## src/rtl/nextpc_pkg.sv

```systemverilog
package nextpc_pkg;

  typedef enum logic [3:0] {
    FLOW_SEQ       = 4'd0,
    FLOW_EQ        = 4'd1,
    FLOW_NE        = 4'd2,
    FLOW_LEZ       = 4'd3,
    FLOW_GTZ       = 4'd4,
    FLOW_LTZ       = 4'd5,
    FLOW_GEZ       = 4'd6,
    FLOW_LTZ_LINK  = 4'd7,
    FLOW_GEZ_LINK  = 4'd8,
    FLOW_JUMP      = 4'd9,
    FLOW_JUMP_LINK = 4'd10,
    FLOW_JUMP_REG  = 4'd11
  } flow_kind_e;

  typedef enum logic [1:0] {
    SEL_SEQ    = 2'd0,
    SEL_BRANCH = 2'd1,
    SEL_REGION = 2'd2,
    SEL_REG    = 2'd3
  } target_sel_e;

endpackage

```

## src/rtl/nextpc_cond.sv

```systemverilog
module nextpc_cond
  import nextpc_pkg::*;
#(
  parameter int XLEN = 32
) (
  input  logic            clk,
  input  logic            rst_n,
  input  logic [3:0]      kind,
  input  logic [XLEN-1:0] rs_val,
  input  logic [XLEN-1:0] rt_val,
  output target_sel_e     sel,
  output logic            link
);

  logic rs_neg, rs_zero, regs_eq;

  assign rs_neg  = rs_val[XLEN-1];
  assign rs_zero = (rs_val == '0);
  assign regs_eq = (rs_val == rt_val);

  always_comb begin
    sel  = SEL_SEQ;
    link = 1'b0;
    case (kind)
      FLOW_EQ:        if (regs_eq)             sel = SEL_BRANCH;
      FLOW_NE:        if (!regs_eq)            sel = SEL_BRANCH;
      FLOW_LEZ:       if (rs_neg || rs_zero)   sel = SEL_BRANCH;
      FLOW_GTZ:       if (!rs_neg && !rs_zero) sel = SEL_BRANCH;
      FLOW_LTZ:       if (rs_neg)              sel = SEL_BRANCH;
      FLOW_GEZ:       if (!rs_neg)             sel = SEL_BRANCH;
      FLOW_LTZ_LINK:  if (rs_neg) begin
                        sel  = SEL_BRANCH;
                        link = 1'b1;
                      end
      FLOW_GEZ_LINK:  if (!rs_neg) begin
                        sel  = SEL_BRANCH;
                        link = 1'b1;
                      end
      FLOW_JUMP:      sel = SEL_REGION;
      FLOW_JUMP_LINK: begin
                        sel  = SEL_REGION;
                        link = 1'b1;
                      end
      FLOW_JUMP_REG:  sel = SEL_REG;
      default:        sel = SEL_SEQ;
    endcase
  end

  // Link requests only come from the three linking kinds
  assert_link_kind_R6: assert property (@(posedge clk) disable iff (!rst_n)
    link |-> (kind == FLOW_LTZ_LINK || kind == FLOW_GEZ_LINK || kind == FLOW_JUMP_LINK));

  // Unused kind codes fall back to the sequential path
  assert_unused_seq_R3: assert property (@(posedge clk) disable iff (!rst_n)
    (kind >= 4'd12) |-> (sel == SEL_SEQ && !link));

endmodule

```

## src/rtl/nextpc_target.sv

```systemverilog
module nextpc_target
  import nextpc_pkg::*;
#(
  parameter int XLEN  = 32,
  parameter int OFF_W = 16,
  parameter int JT_W  = 26
) (
  input  logic [XLEN-1:0]  pc,
  input  logic [OFF_W-1:0] offset,
  input  logic [JT_W-1:0]  jfield,
  input  logic [XLEN-1:0]  rs_val,
  input  target_sel_e      sel,
  output logic [XLEN-1:0]  pc_seq,
  output logic [XLEN-1:0]  next_pc
);

  localparam int EXT_W    = XLEN - OFF_W - 2;
  localparam int REGION_W = XLEN - JT_W - 2;
  localparam logic [XLEN-1:0] WORD_MASK = {{(XLEN-2){1'b1}}, 2'b00};

  logic [XLEN-1:0] off_bytes, br_tgt, region_tgt, reg_tgt;

  assign pc_seq    = pc + XLEN'(4);
  assign off_bytes = {{EXT_W{offset[OFF_W-1]}}, offset, 2'b00};
  assign br_tgt    = pc_seq + off_bytes;
  assign reg_tgt   = rs_val & WORD_MASK;

  generate
    if (REGION_W > 0) begin : g_region
      assign region_tgt = {pc_seq[XLEN-1 -: REGION_W], jfield, 2'b00};
    end else begin : g_flat
      assign region_tgt = XLEN'({jfield, 2'b00});
    end
  endgenerate

  always_comb begin
    case (sel)
      SEL_BRANCH: next_pc = br_tgt;
      SEL_REGION: next_pc = region_tgt;
      SEL_REG:    next_pc = reg_tgt;
      default:    next_pc = pc_seq;
    endcase
  end

endmodule

```

## src/rtl/nextpc_unit.sv

```systemverilog
module nextpc_unit
  import nextpc_pkg::*;
#(
  parameter int XLEN     = 32,
  parameter int OFF_W    = 16,
  parameter int JT_W     = 26,
  parameter int REG_AW   = 5,
  parameter int LINK_IDX = 31
) (
  input  logic              clk,
  input  logic              rst_n,
  input  logic              in_valid,
  output logic              in_ready,
  input  logic [XLEN-1:0]   in_pc,
  input  logic [3:0]        in_kind,
  input  logic [OFF_W-1:0]  in_offset,
  input  logic [JT_W-1:0]   in_target,
  input  logic [XLEN-1:0]   in_rs_val,
  input  logic [XLEN-1:0]   in_rt_val,
  output logic              out_valid,
  input  logic              out_ready,
  output logic [XLEN-1:0]   out_next_pc,
  output logic              out_taken,
  output logic              out_link_we,
  output logic [REG_AW-1:0] out_link_reg,
  output logic [XLEN-1:0]   out_link_val
);

  target_sel_e     sel;
  logic            link_req;
  logic [XLEN-1:0] pc_seq, next_pc;

  nextpc_cond #(.XLEN(XLEN)) u_cond (
    .clk    (clk),
    .rst_n  (rst_n),
    .kind   (in_kind),
    .rs_val (in_rs_val),
    .rt_val (in_rt_val),
    .sel    (sel),
    .link   (link_req)
  );

  nextpc_target #(.XLEN(XLEN), .OFF_W(OFF_W), .JT_W(JT_W)) u_target (
    .pc      (in_pc),
    .offset  (in_offset),
    .jfield  (in_target),
    .rs_val  (in_rs_val),
    .sel     (sel),
    .pc_seq  (pc_seq),
    .next_pc (next_pc)
  );

  assign in_ready     = !out_valid || out_ready;
  assign out_link_reg = REG_AW'(LINK_IDX);

  always_ff @(posedge clk) begin
    if (!rst_n) begin
      out_valid    <= 1'b0;
      out_next_pc  <= '0;
      out_taken    <= 1'b0;
      out_link_we  <= 1'b0;
      out_link_val <= '0;
    end else if (in_ready) begin
      out_valid <= in_valid;
      if (in_valid) begin
        out_next_pc  <= next_pc;
        out_taken    <= (sel != SEL_SEQ);
        out_link_we  <= link_req;
        out_link_val <= pc_seq;
      end
    end
  end

  // A stalled result stays put
  assert_hold_R2: assert property (@(posedge clk) disable iff (!rst_n)
    (out_valid && !out_ready) |=> (out_valid && $stable(out_next_pc) && $stable(out_taken)
                                   && $stable(out_link_we) && $stable(out_link_val)));

  // An accepted input is presented on the next cycle
  assert_accept_R2: assert property (@(posedge clk) disable iff (!rst_n)
    (in_valid && in_ready) |=> out_valid);

  // Link write implies taken
  assert_link_taken_R11: assert property (@(posedge clk) disable iff (!rst_n)
    (out_valid && out_link_we) |-> out_taken);

  // Taken targets are word aligned
  assert_aligned_R9: assert property (@(posedge clk) disable iff (!rst_n)
    (out_valid && out_taken && in_pc[1:0] == 2'b00 && $past(in_pc[1:0]) == 2'b00)
      |-> (out_next_pc[1:0] == 2'b00));

endmodule

```

## config.mk

```make
export PLATFORM = sky130hd
export DESIGN_NAME = nextpc_unit
export DESIGN_NICKNAME = d
export VERILOG_FILES = /design/src/rtl/nextpc_pkg.sv /design/src/rtl/nextpc_cond.sv /design/src/rtl/nextpc_target.sv /design/src/rtl/nextpc_unit.sv
export SDC_FILE = /design/constraint.sdc
export NUM_CORES = 1
export LEC_CHECK = 0
export BUFFER_PORTS_ARGS = -buffer_cell sky130_fd_sc_hd__buf_2
export CAP_MARGIN = 10
export CORE_ASPECT_RATIO = 0.8
export CORE_MARGIN = 2
export CORE_UTILIZATION = 35
export CTS_CLUSTER_DIAMETER = 100
export DETAILED_ROUTE_END_ITERATION = 6
export GPL_TIMING_DRIVEN = 0
export HOLD_SLACK_MARGIN = 0.08
export PLACE_DENSITY = 0.62
export SETUP_SLACK_MARGIN = 0.02
export SYNTH_ARGS = -nofsm -noshare
export SYNTH_HDL_FRONTEND = slang
export SYNTH_SLANG_ARGS = --single-unit
```

## constraint.sdc

```tcl
create_clock -name clk -period 8.95 [get_ports clk]
set_input_delay 1.3425 -clock clk [delete_from_list [all_inputs] [get_ports clk]]
set_output_delay 1.3425 -clock clk [all_outputs]
set_load 0.01 [all_outputs]
```

==> results of run 1 <==
[cells in the mapped netlist (all sizes together) (9+ instances only)]
| cell type | count | area [µm²] |
|---|---|---|
| a211oi | 18 | 145 |
| a21oi | 52 | 264 |
| a221oi | 12 | 105 |
| a222oi | 10 | 100 |
| a31oi | 11 | 68.8 |
| and3 | 12 | 75.1 |
| buf | 15 | 88.8 |
| clkbuf | 28 | 105 |
| dfxtp | 67 | 1340 |
| ha | 34 | 425 |
| inv | 15 | 56.3 |
| nand2 | 61 | 231 |
| nand2b | 18 | 113 |
| nand3 | 31 | 155 |
| nand4 | 17 | 106 |
| nor2 | 69 | 259 |
| nor3 | 19 | 95.1 |
| nor4 | 11 | 75.1 |
| o211ai | 10 | 88.8 |
| o21ai | 44 | 220 |
| o221ai | 9 | 78.8 |
| o22ai | 10 | 62.6 |
| xnor2 | 66 | 578 |
| xor2 | 19 | 166 |
[area by class of cell]
class,instances,area [µm²]
antenna,1,2.50
buffer,43,194
clock buffer,9,225
clock inverter,7,124
fill,1662,8460
inverter,16,60.1
multi-input combinational,613,4070
sequential,67,1340
tap,215,269
timing repair buffer,211,1060
[metrics by stage]
step | cell area [µm²] | util [%] | setup slack [ns] | total power, mW
6_report | 7340 | 46.4 | 3.39 | 1.15
3_3_place_gp | 6990 | 44.2 | 3.19 | 0.715
2_1_floorplan | 5660 | - | 4.40 | 0.565
3_5_place_dp | 6990 | 44.2 | 3.23 | 0.715
5_1_grt | 7340 | 46.4 | 3.17 | 1.20
4_1_cts | 7330 | 46.4 | 3.57 | 1.15
[worst paths after layout]
check,end,slack [ns],depth (start not counted)
min,out_link_val[0],0.45,2
min reg2reg,out_link_val[0],0.45,2
max reg2reg,out_link_val[12],5.84,7
max,out_next_pc[29],3.39,19
[kinds of logic after synthesis]
logic type                 after synthesis  share of synthesized area, %
other                                    1                        0.0664
adders and majority gates               35                          7.89
and+or+nand+nor                        267                          23.3
xor gates and xnor gates                85                          13.2
muxes                                    4                         0.709
DFF                                     67                          23.8
AOI/OAI and AO/OA                      217                          26.6
buffers and inverters                   59                          4.50
[state kept, by name (all words and copies together), names as in the netlist]
| signal | cells |
|---|---|
| out_link_val | 32 |
| out_taken | 1 |
| out_link_we | 1 |
| out_next_pc | 32 |
| out_valid | 1 |
[metal layers]
metal / GRT usage (%) / wire [µm]
met1: 40.9 / 11800
met2: 42.2 / 10500
met3: 7.40 / 2420
met4: 8.80 / 624
met5: 0 / 0
[worst reg2reg max path, cell delays in order, from the launching register on]
cell and delay (ns):
dfxtp_1 0.31, nand2b_1 0.13, and2_1 0.38, clkbuf_1 0.54, clkbuf_1 0.66, buf_1 0.72
o21ai_0 0.20, nor2_1 0.11
[power by group]
group          switching, mW  internal [mW]  leakage (nW)  total [mW]
Combinational          0.232          0.150          2.48       0.382
Clock                  0.156          0.274         0.166       0.430
Sequential            0.0137          0.324         0.555       0.338
Total                  0.402          0.748          3.20        1.15
==> results, run 1 <==
- The die is around 120 µm tall.
- The most used flip-flop cell after synthesis is dfxtp_1.
- Traced cell by cell, the critical path runs through buf_2 -> ha_1 -> and4_1 -> nand4_1 -> nor3_1 -> and2_1 -> nand2_1 -> xnor2_1 -> ha_1 -> clkbuf_1 -> and4_1 -> and2_1 -> nand3_1 -> o21ai_0 -> a211oi_1 -> a21oi_1 -> a32o_1 -> nand2_1 -> a31oi_1.
- The via total after detailed routing is approximately 6,700.
- In this run the horizontal extent of the chip is approximately 150 µm.
- Sequential cells were found to cover 23.8% of the synthesized design area.
- For the pin with the worst max-slew slack, the measured transition is about 0.86 ns.
- Subtracting the final worst setup slack from the clock period gives between 5 and 6 ns.
- The cell count after synthesis came out at 735.
- During I/O placement, the number of pins put on the boundary was roughly 220.
- Row generation in the floorplan step produced just over 40 rows.
- The number of buffers on the longest clock path is 2.
- The highest-delay cell along the critical path is nor3_1.
- The number of hold violations in the final report is 0.
- The clock net in this run drives a total of 67 sinks.
- At the worst endpoint, the required time is 9.23 ns.
- The count of H-tree levels built during CTS is 3.
- The number of setup buffers added after CTS is 0.
- The number of warnings printed during yosys synthesis is 0.
- The worst vdd rail ir drop is 0.0000944 V.
- Timing would allow up to about 0.18 GHz.
- Setup total negative slack on the finished layout was measured at 0 ns.
- The global router's overall resource usage is between 20% and 30%.
- For the final database, setup skew stands at roughly 0.0052 ns.
- The buffer and inverter count on the worst path is 2.
- The antenna violation net count after detailed routing is 0.
- The HPWL after detailed placement is around 20,000 µm.
- The flow ran to the end, and the final reports show no timing, DRC or antenna violations.
- After floorplanning, the core was sized to cover 15,800 µm².
- The final critical path takes up roughly 62% of the cycle.
- The final count of pins violating max slew came to 0.
- A synthesized cell averages approximately 7.7 µm².
- The area growth from synthesis to layout is 30.0%.
- The post-route worst hold slack is between 0.4 and 0.5 ns.
- The type of element launching the critical path is an input pin.
- The detailed-route vias per instance is roughly 5.7.
- In this run the most critical hold path is launched from out_link_val[0].
- The kind of cell with the highest combined delay along the critical path is simple AND/OR/NAND/NOR gates.
- The top cell types in the final layout, fill and taps aside, are buf_2, nor2_1, dfxtp_1.
- The first-pass GRT wire length is between 30,000 and 40,000 µm.
- Power spread over the standard cell area amounts to around 160 nW/µm².
- The initial core utilization is 35.7%.
- The most common cell after layout, fill and taps aside is buf_2.
- Global routing finished with a remaining overflow of 0.
- The async set or reset register ratio after synthesis is 0%.
- The placed cell count is between 1,000 and 1,500.
- The count of buffers added on input and output ports is between 200 and 250.
- The via count of the first global-routing pass is between 6,000 and 7,000.
- Setup repair after global routing left no endpoint under its margin.
- The final standard cell count with taps included and fillers excluded is roughly 1,200.
- Entering global routing, the biggest net connects 17 pins.
- Setup violations remaining at the end of the flow were counted as 0.
- The number of flip-flops and latches in the synthesized netlist is 67.
- The largest fanout of any net on the critical path is 9.
- The share of cells above drive strength 1 is 26.2%.
- CTS placed an instance of clkbuf_16 at the clock tree root.
- Measured against its own limit, the worst slew margin works out to 42.5%.
- The later pin in the worst-skew pair is clocked with a latency of ~0.36 ns.
- The die outline area is approximately 17,000 µm².
- In this run, synthesis inferred 0 flip-flops with an integrated enable.
- The first-pass detailed-route iteration total is 7.
- Max-cap violations in this run came to 0.
- The number of buffers inserted by hold repair at cts is 0.
- The net count of the finished layout is ~1,100.
- The final routed wire length divided by cell count is about 21 µm.
- In this run the worst setup path begins at in_pc[2].
- The number of distinct library cells after synthesis is 69.
- The violation count after the first detailed-route iteration is between 600 and 700.
- The worst register-to-register path begins at out_valid.
- The type of destination of the critical path is a flop.
- The min-delay analysis places its worst path in the category flop to flop.
- The cell area after technology mapping is approximately 5600 µm².
- TritonCTS built the clock tree.
- The initial antenna violation count is 1.
- The register clock-pin slew on the reported worst setup and hold paths is 0.06 ns.
- Summed over all cells, the static leakage comes to roughly 3.2 nW.
- The arrival time of the worst setup path is approximately 5.8 ns.
- The delay of the slowest cell on the worst path is approximately 0.49 ns.
- At the end of routability-driven placement, the weighted congestion stood at ~0.94.
- By startpoint and endpoint, the worst setup path is classified as input pin to flop.
- Post-CTS repair changed the size of 0 cells.
- Wires add up to approximately 25,000 µm.
- The total DRC errors in the routed layout is 0.
- TritonCTS created 9 clock buffers.
No activity file was read; power rests on OpenSTA's default activity.
==> run 2: changes to the inputs <==
- ABC_AREA: default -> 1
- PLACE_DENSITY: 0.62 -> 0.59
- clock period: 8.95 -> 5.7 ns (I/O delays scaled with it)
==> run 2 against run 1 <==
Compared with the run above: core utilization shrank 2.2 points; setup slack lost 1.6 ns; hold slack gained 0.0062 ns; die area grew 23%; largest cell class unchanged.
==> results, run 2 <==
- The run finished with clean final reports.
- The path class of the tightest hold or removal check is flop to flop.
- The portion of the post-synthesis area used by sequential elements is 19.2% (-4.5 points).
- The TritonCTS clock tree is done.
- The number of gates resized after cts came to 0 (unchanged).
- The count of max-cap constraint violations is 0 (unchanged).
- The number of distinct library cells after synthesis is 41 (-41%).
- The clock latency on the worst-skew pair is 0.35 ns (about the same).
- The cell area after technology mapping is 6980 µm² (+24%).
- The number of hold violations in the final report is 0 (unchanged).
- Tracing the worst setup path back leads to its startpoint at in_pc[2].
- The number of flops mapped to enable cells by yosys is 0 (unchanged).
- The initial core utilization is 35.4% (-0.29 points).
- The time the final worst path needs with I/O delays and setup is approximately 4 ns.
- The maximum number of pins on one net before global-route repair came to 19 (+2).
- The number of buffers created by CTS came to 9 (unchanged).
- The number of setup buffers added after CTS came to 0 (unchanged).
- The detailed-route vias per instance is 4.83 (-15%).
- The final routed wire length divided by cell count was 15.2 µm (-29%).
- The number of instances in the synthesized netlist is 1,214 (+65%).
- The global route total overflow is 0 (unchanged).
- Setup repair after global routing left no endpoint under its margin.
- After synthesis, the largest family of logic cells by area is simple AND/OR/NAND/NOR gates.
- The worst register-to-register path begins at out_valid.
- The overall power consumption is 1.81 mW (+58%).
- The first-pass detailed-route iteration total is 5 (-2).
- The number of nets in the final layout came to 1,622 (+42%).
- Compared with the post-synthesis result, the final layout area differs by 24.8%.
- The number of top-level pins is 219 (unchanged).
- In the layout the commonest cells are nand2_1, buf_2, inv_1.
- The area share of the largest cell type after synthesis is 23.6% (-0.14 points).
- The weighted congestion reported at the end of routability-driven placement is 0.924 (-2.1%).
- The XOR/XNOR share of the synthesized area was 7.39% (-5.8 points).
- The largest fanout of any net on the critical path is 5 (-4).
- The total negative setup slack came to 0 ns (unchanged).
- The cell with the most instances after synthesis is nand2_1.
- The initial antenna violation count is 0 (-1).
- The width of the chip is 162 µm (+11%).
- The headroom to the max-slew limit was 53.1% (+11 points).
- The via total after detailed routing is 8,260 (+23%).
- The clock sink count is 67 (unchanged).
- The global router's overall resource usage is 24.4% (-4.2 points).
- In this run the critical register-to-register path is captured at out_next_pc[3].
- The worst setup skew after layout was 0.0111 ns (+0.00583 ns).
- The largest registers in the layout are out_link_val: 32 flops, out_next_pc: 32 flops.
- The synthesized design spends more area on one cell type than any other, namely nand2_1.
- The total wire length after detailed routing came to 26,000 µm (+2.4%).
- The most common cell after layout, fill and taps aside is nand2_1.
- The leakage dissipation is 4.79 nW (+50%).
- The number of cells on the worst hold path is 2 (unchanged).
- The antenna violation net count after detailed routing is 0 (unchanged).
- The first-pass GRT wire length is 40,100 µm (+7.0%).
- The number of buffers on the longest clock path is 2 (unchanged).
- The complex-gate fraction of the synthesized area is 12.1% (-14 points).
- The violation count after the first detailed-route iteration is 637 (-6.3%).
- The area after detailed placement was 8380 µm² (+20%).
- The share of synthesized cell area in and, or, nand and nor gates was 42.2% (+19 points).
- The number of buffers inserted by hold repair at cts was 0 (unchanged).
- Static timing analysis puts the maximum clock frequency at approximately 0.25 GHz.
- The vertical extent of the die is 130 µm (+11%).
- The async set or reset register ratio after synthesis was 0% (unchanged).
- The final instance area is 8710 µm² (+19%).
- The type of element launching the critical path is an input pin.
- The area of the core is 19,700 µm² (+25%).
- The adder-cell area share of the yosys netlist was 6.39% (-1.5 points).
- The transition time at the pin with the least slew margin is 0.703 ns (-0.152 ns).
- The die outline area is 21,100 µm² (+23%).
- In the synthesized netlist, the cells that appear most often are nand2_1, inv_1, nand3_1.
- The share of cells above drive strength 1 is 19.9% (-6.3 points).
- The worst vdd rail ir drop came to 0.000148 V (+57%).
- The total DRC errors in the routed layout is 0 (unchanged).
- Sorting the synthesized cells by area gives the leading types as nand2_1, dfxtp_1, inv_1, nand3_1, ha_1.
- The setup violation total in the final timing report is 0 (unchanged).
- The core utilization of the finished layout is 44.2% (-2.2 points).
- The kind of critical path is input pin to flop.
- The slack of the worst reg-to-reg path is 3.66 ns (-2.18 ns).
- The number of flip-flops and latches in the synthesized netlist came to 67 (unchanged).
- The number of warnings printed during yosys synthesis is 0 (unchanged).
- The count of H-tree levels built during CTS came to 3 (unchanged).
- The site row count came to 46 (+12%).
- The cell at the root of the clock tree is clkbuf_16.
- The critical hold path startpoint is out_next_pc[13].
- The final HPWL from detailed placement is 22,400 µm (+12%).
- The required arrival time at the worst endpoint came to 5.91 ns (-3.32 ns).
- The final count of pins violating max slew is 0 (unchanged).
- The number of port buffers came to 212 (+0.47%).
- The endpoint with the worst hold slack is out_next_pc[13].
- Of the available clock period, the critical path in the final layout requires a little over two thirds.
- The register clock-pin slew on the reported worst setup and hold paths was 0.06 ns (about the same).
- The final standard cell count with taps included and fillers excluded was 1,710 (+45%).
- The power per unit of standard cell area was 208 nW/µm² (+33%).
- The cell count of the worst reg-to-reg path is 9 (+2).
- The via count of the first global-routing pass is 7,575 (+20%).
- The arrival time of the worst setup path was 4.17 ns (-1.66 ns).
- For this run, the leading register cell type out of synthesis is dfxtp_1.
- The average footprint of a synthesized cell came to 5.75 µm² (-25%).
- The type of destination of the critical path is a flop.
- The final antenna diode count is 0 (-1).
- The placed cell count is 1,694 (+45%).
- The mux share of post-synthesis cell area is 0% (-0.71 points).
[run 2: changes by cell type after synthesis, sizes merged, moves of 11 or more]
cell    delta
a211oi    -18
a21oi     +32
a221oi    -12
a22oi     +21
and3      -11
clkbuf    -11
inv      +162
nand2    +384
nand2b    -18
nand3     +65
nor2      +34
nor4      -11
o21ai     -22
xnor2     -35
[run 2: through the flow]
| stage | worst slack [ns] | hold slack [ns] |
|---|---|---|
| final | 1.75 | 0.461 |
| after global routing | 1.42 | 0.478 |
| after CTS | 1.79 | 0.464 |
| after detailed placement | 1.44 | 0.454 |
| after global placement | 1.48 | 0.451 |
| after floorplan | 2.48 | 0.490 |
[run 2: final cells by class]
class	count	area, µm²
Tap cell	264	330
Multi-Input combinational cell	932	4770
Clock buffer	9	225
Fill cell	2212	11000
Timing Repair Buffer	212	1060
Clock inverter	7	101
Sequential cell	67	1340
Buffer	42	216
Inverter	177	664
[run 2: logic make-up (layout without fill, tap and decap cells)]
logic type      count (synthesis)  count (layout)
fa+ha+maj                      35              35
compound gates                148             148
xor+xnor                       58              58
flops                          67              67
other cells                     1               5
simple gates                  686             686
buf+inv                       219             447
[run 2: critical path, stage by stage]
cell and delay, ns:
buf_2 0.15, ha_1 0.19, nand2_1 0.06, inv_1 0.16
nand3_2 0.16, nor2_4 0.16, inv_1 0.09, nor2_1 0.17
inv_1 0.06, nand2_1 0.15, inv_1 0.07, ha_1 0.37
nand2_1 0.12, nor2_1 0.29, and2_1 0.17, nand2_1 0.05
nand2_1 0.20, nand2_1 0.09, nand2_1 0.07, nand2_1 0.05
nand2_1 0.11, inv_1 0.06, nand3_1 0.08, nand2_1 0.09
nand2_1 0.09, a21oi_1 0.06
[run 2: worst max path at each step]
| stage | slack (ns) | to | cells past startpoint |
|---|---|---|---|
| after floorplan | 2.48 | out_next_pc[29] | 25 |
| after global placement | 1.48 | out_next_pc[31] | 26 |
| after detailed placement | 1.44 | out_next_pc[31] | 26 |
| after CTS | 1.79 | out_next_pc[31] | 26 |
| after global routing | 1.42 | out_next_pc[31] | 26 |
| final | 1.75 | out_next_pc[31] | 26 |
[run 2: power by group]
group | leakage, nW | switching (mW) | internal (mW)
Clock | 0.152 | 0.232 | 0.386
Combinational | 4.08 | 0.418 | 0.245
Sequential | 0.553 | 0.0231 | 0.508
[run 2: routing by layer]
metal  track usage (%)  part of all wire [%]  vias up
met3              4.20                   7.9       17
met4              4.32                  0.91        0
li1                  -                     -     4276
met1              35.2                    49     3682
met2              38.6                    42      285
met5                 0                     0        -
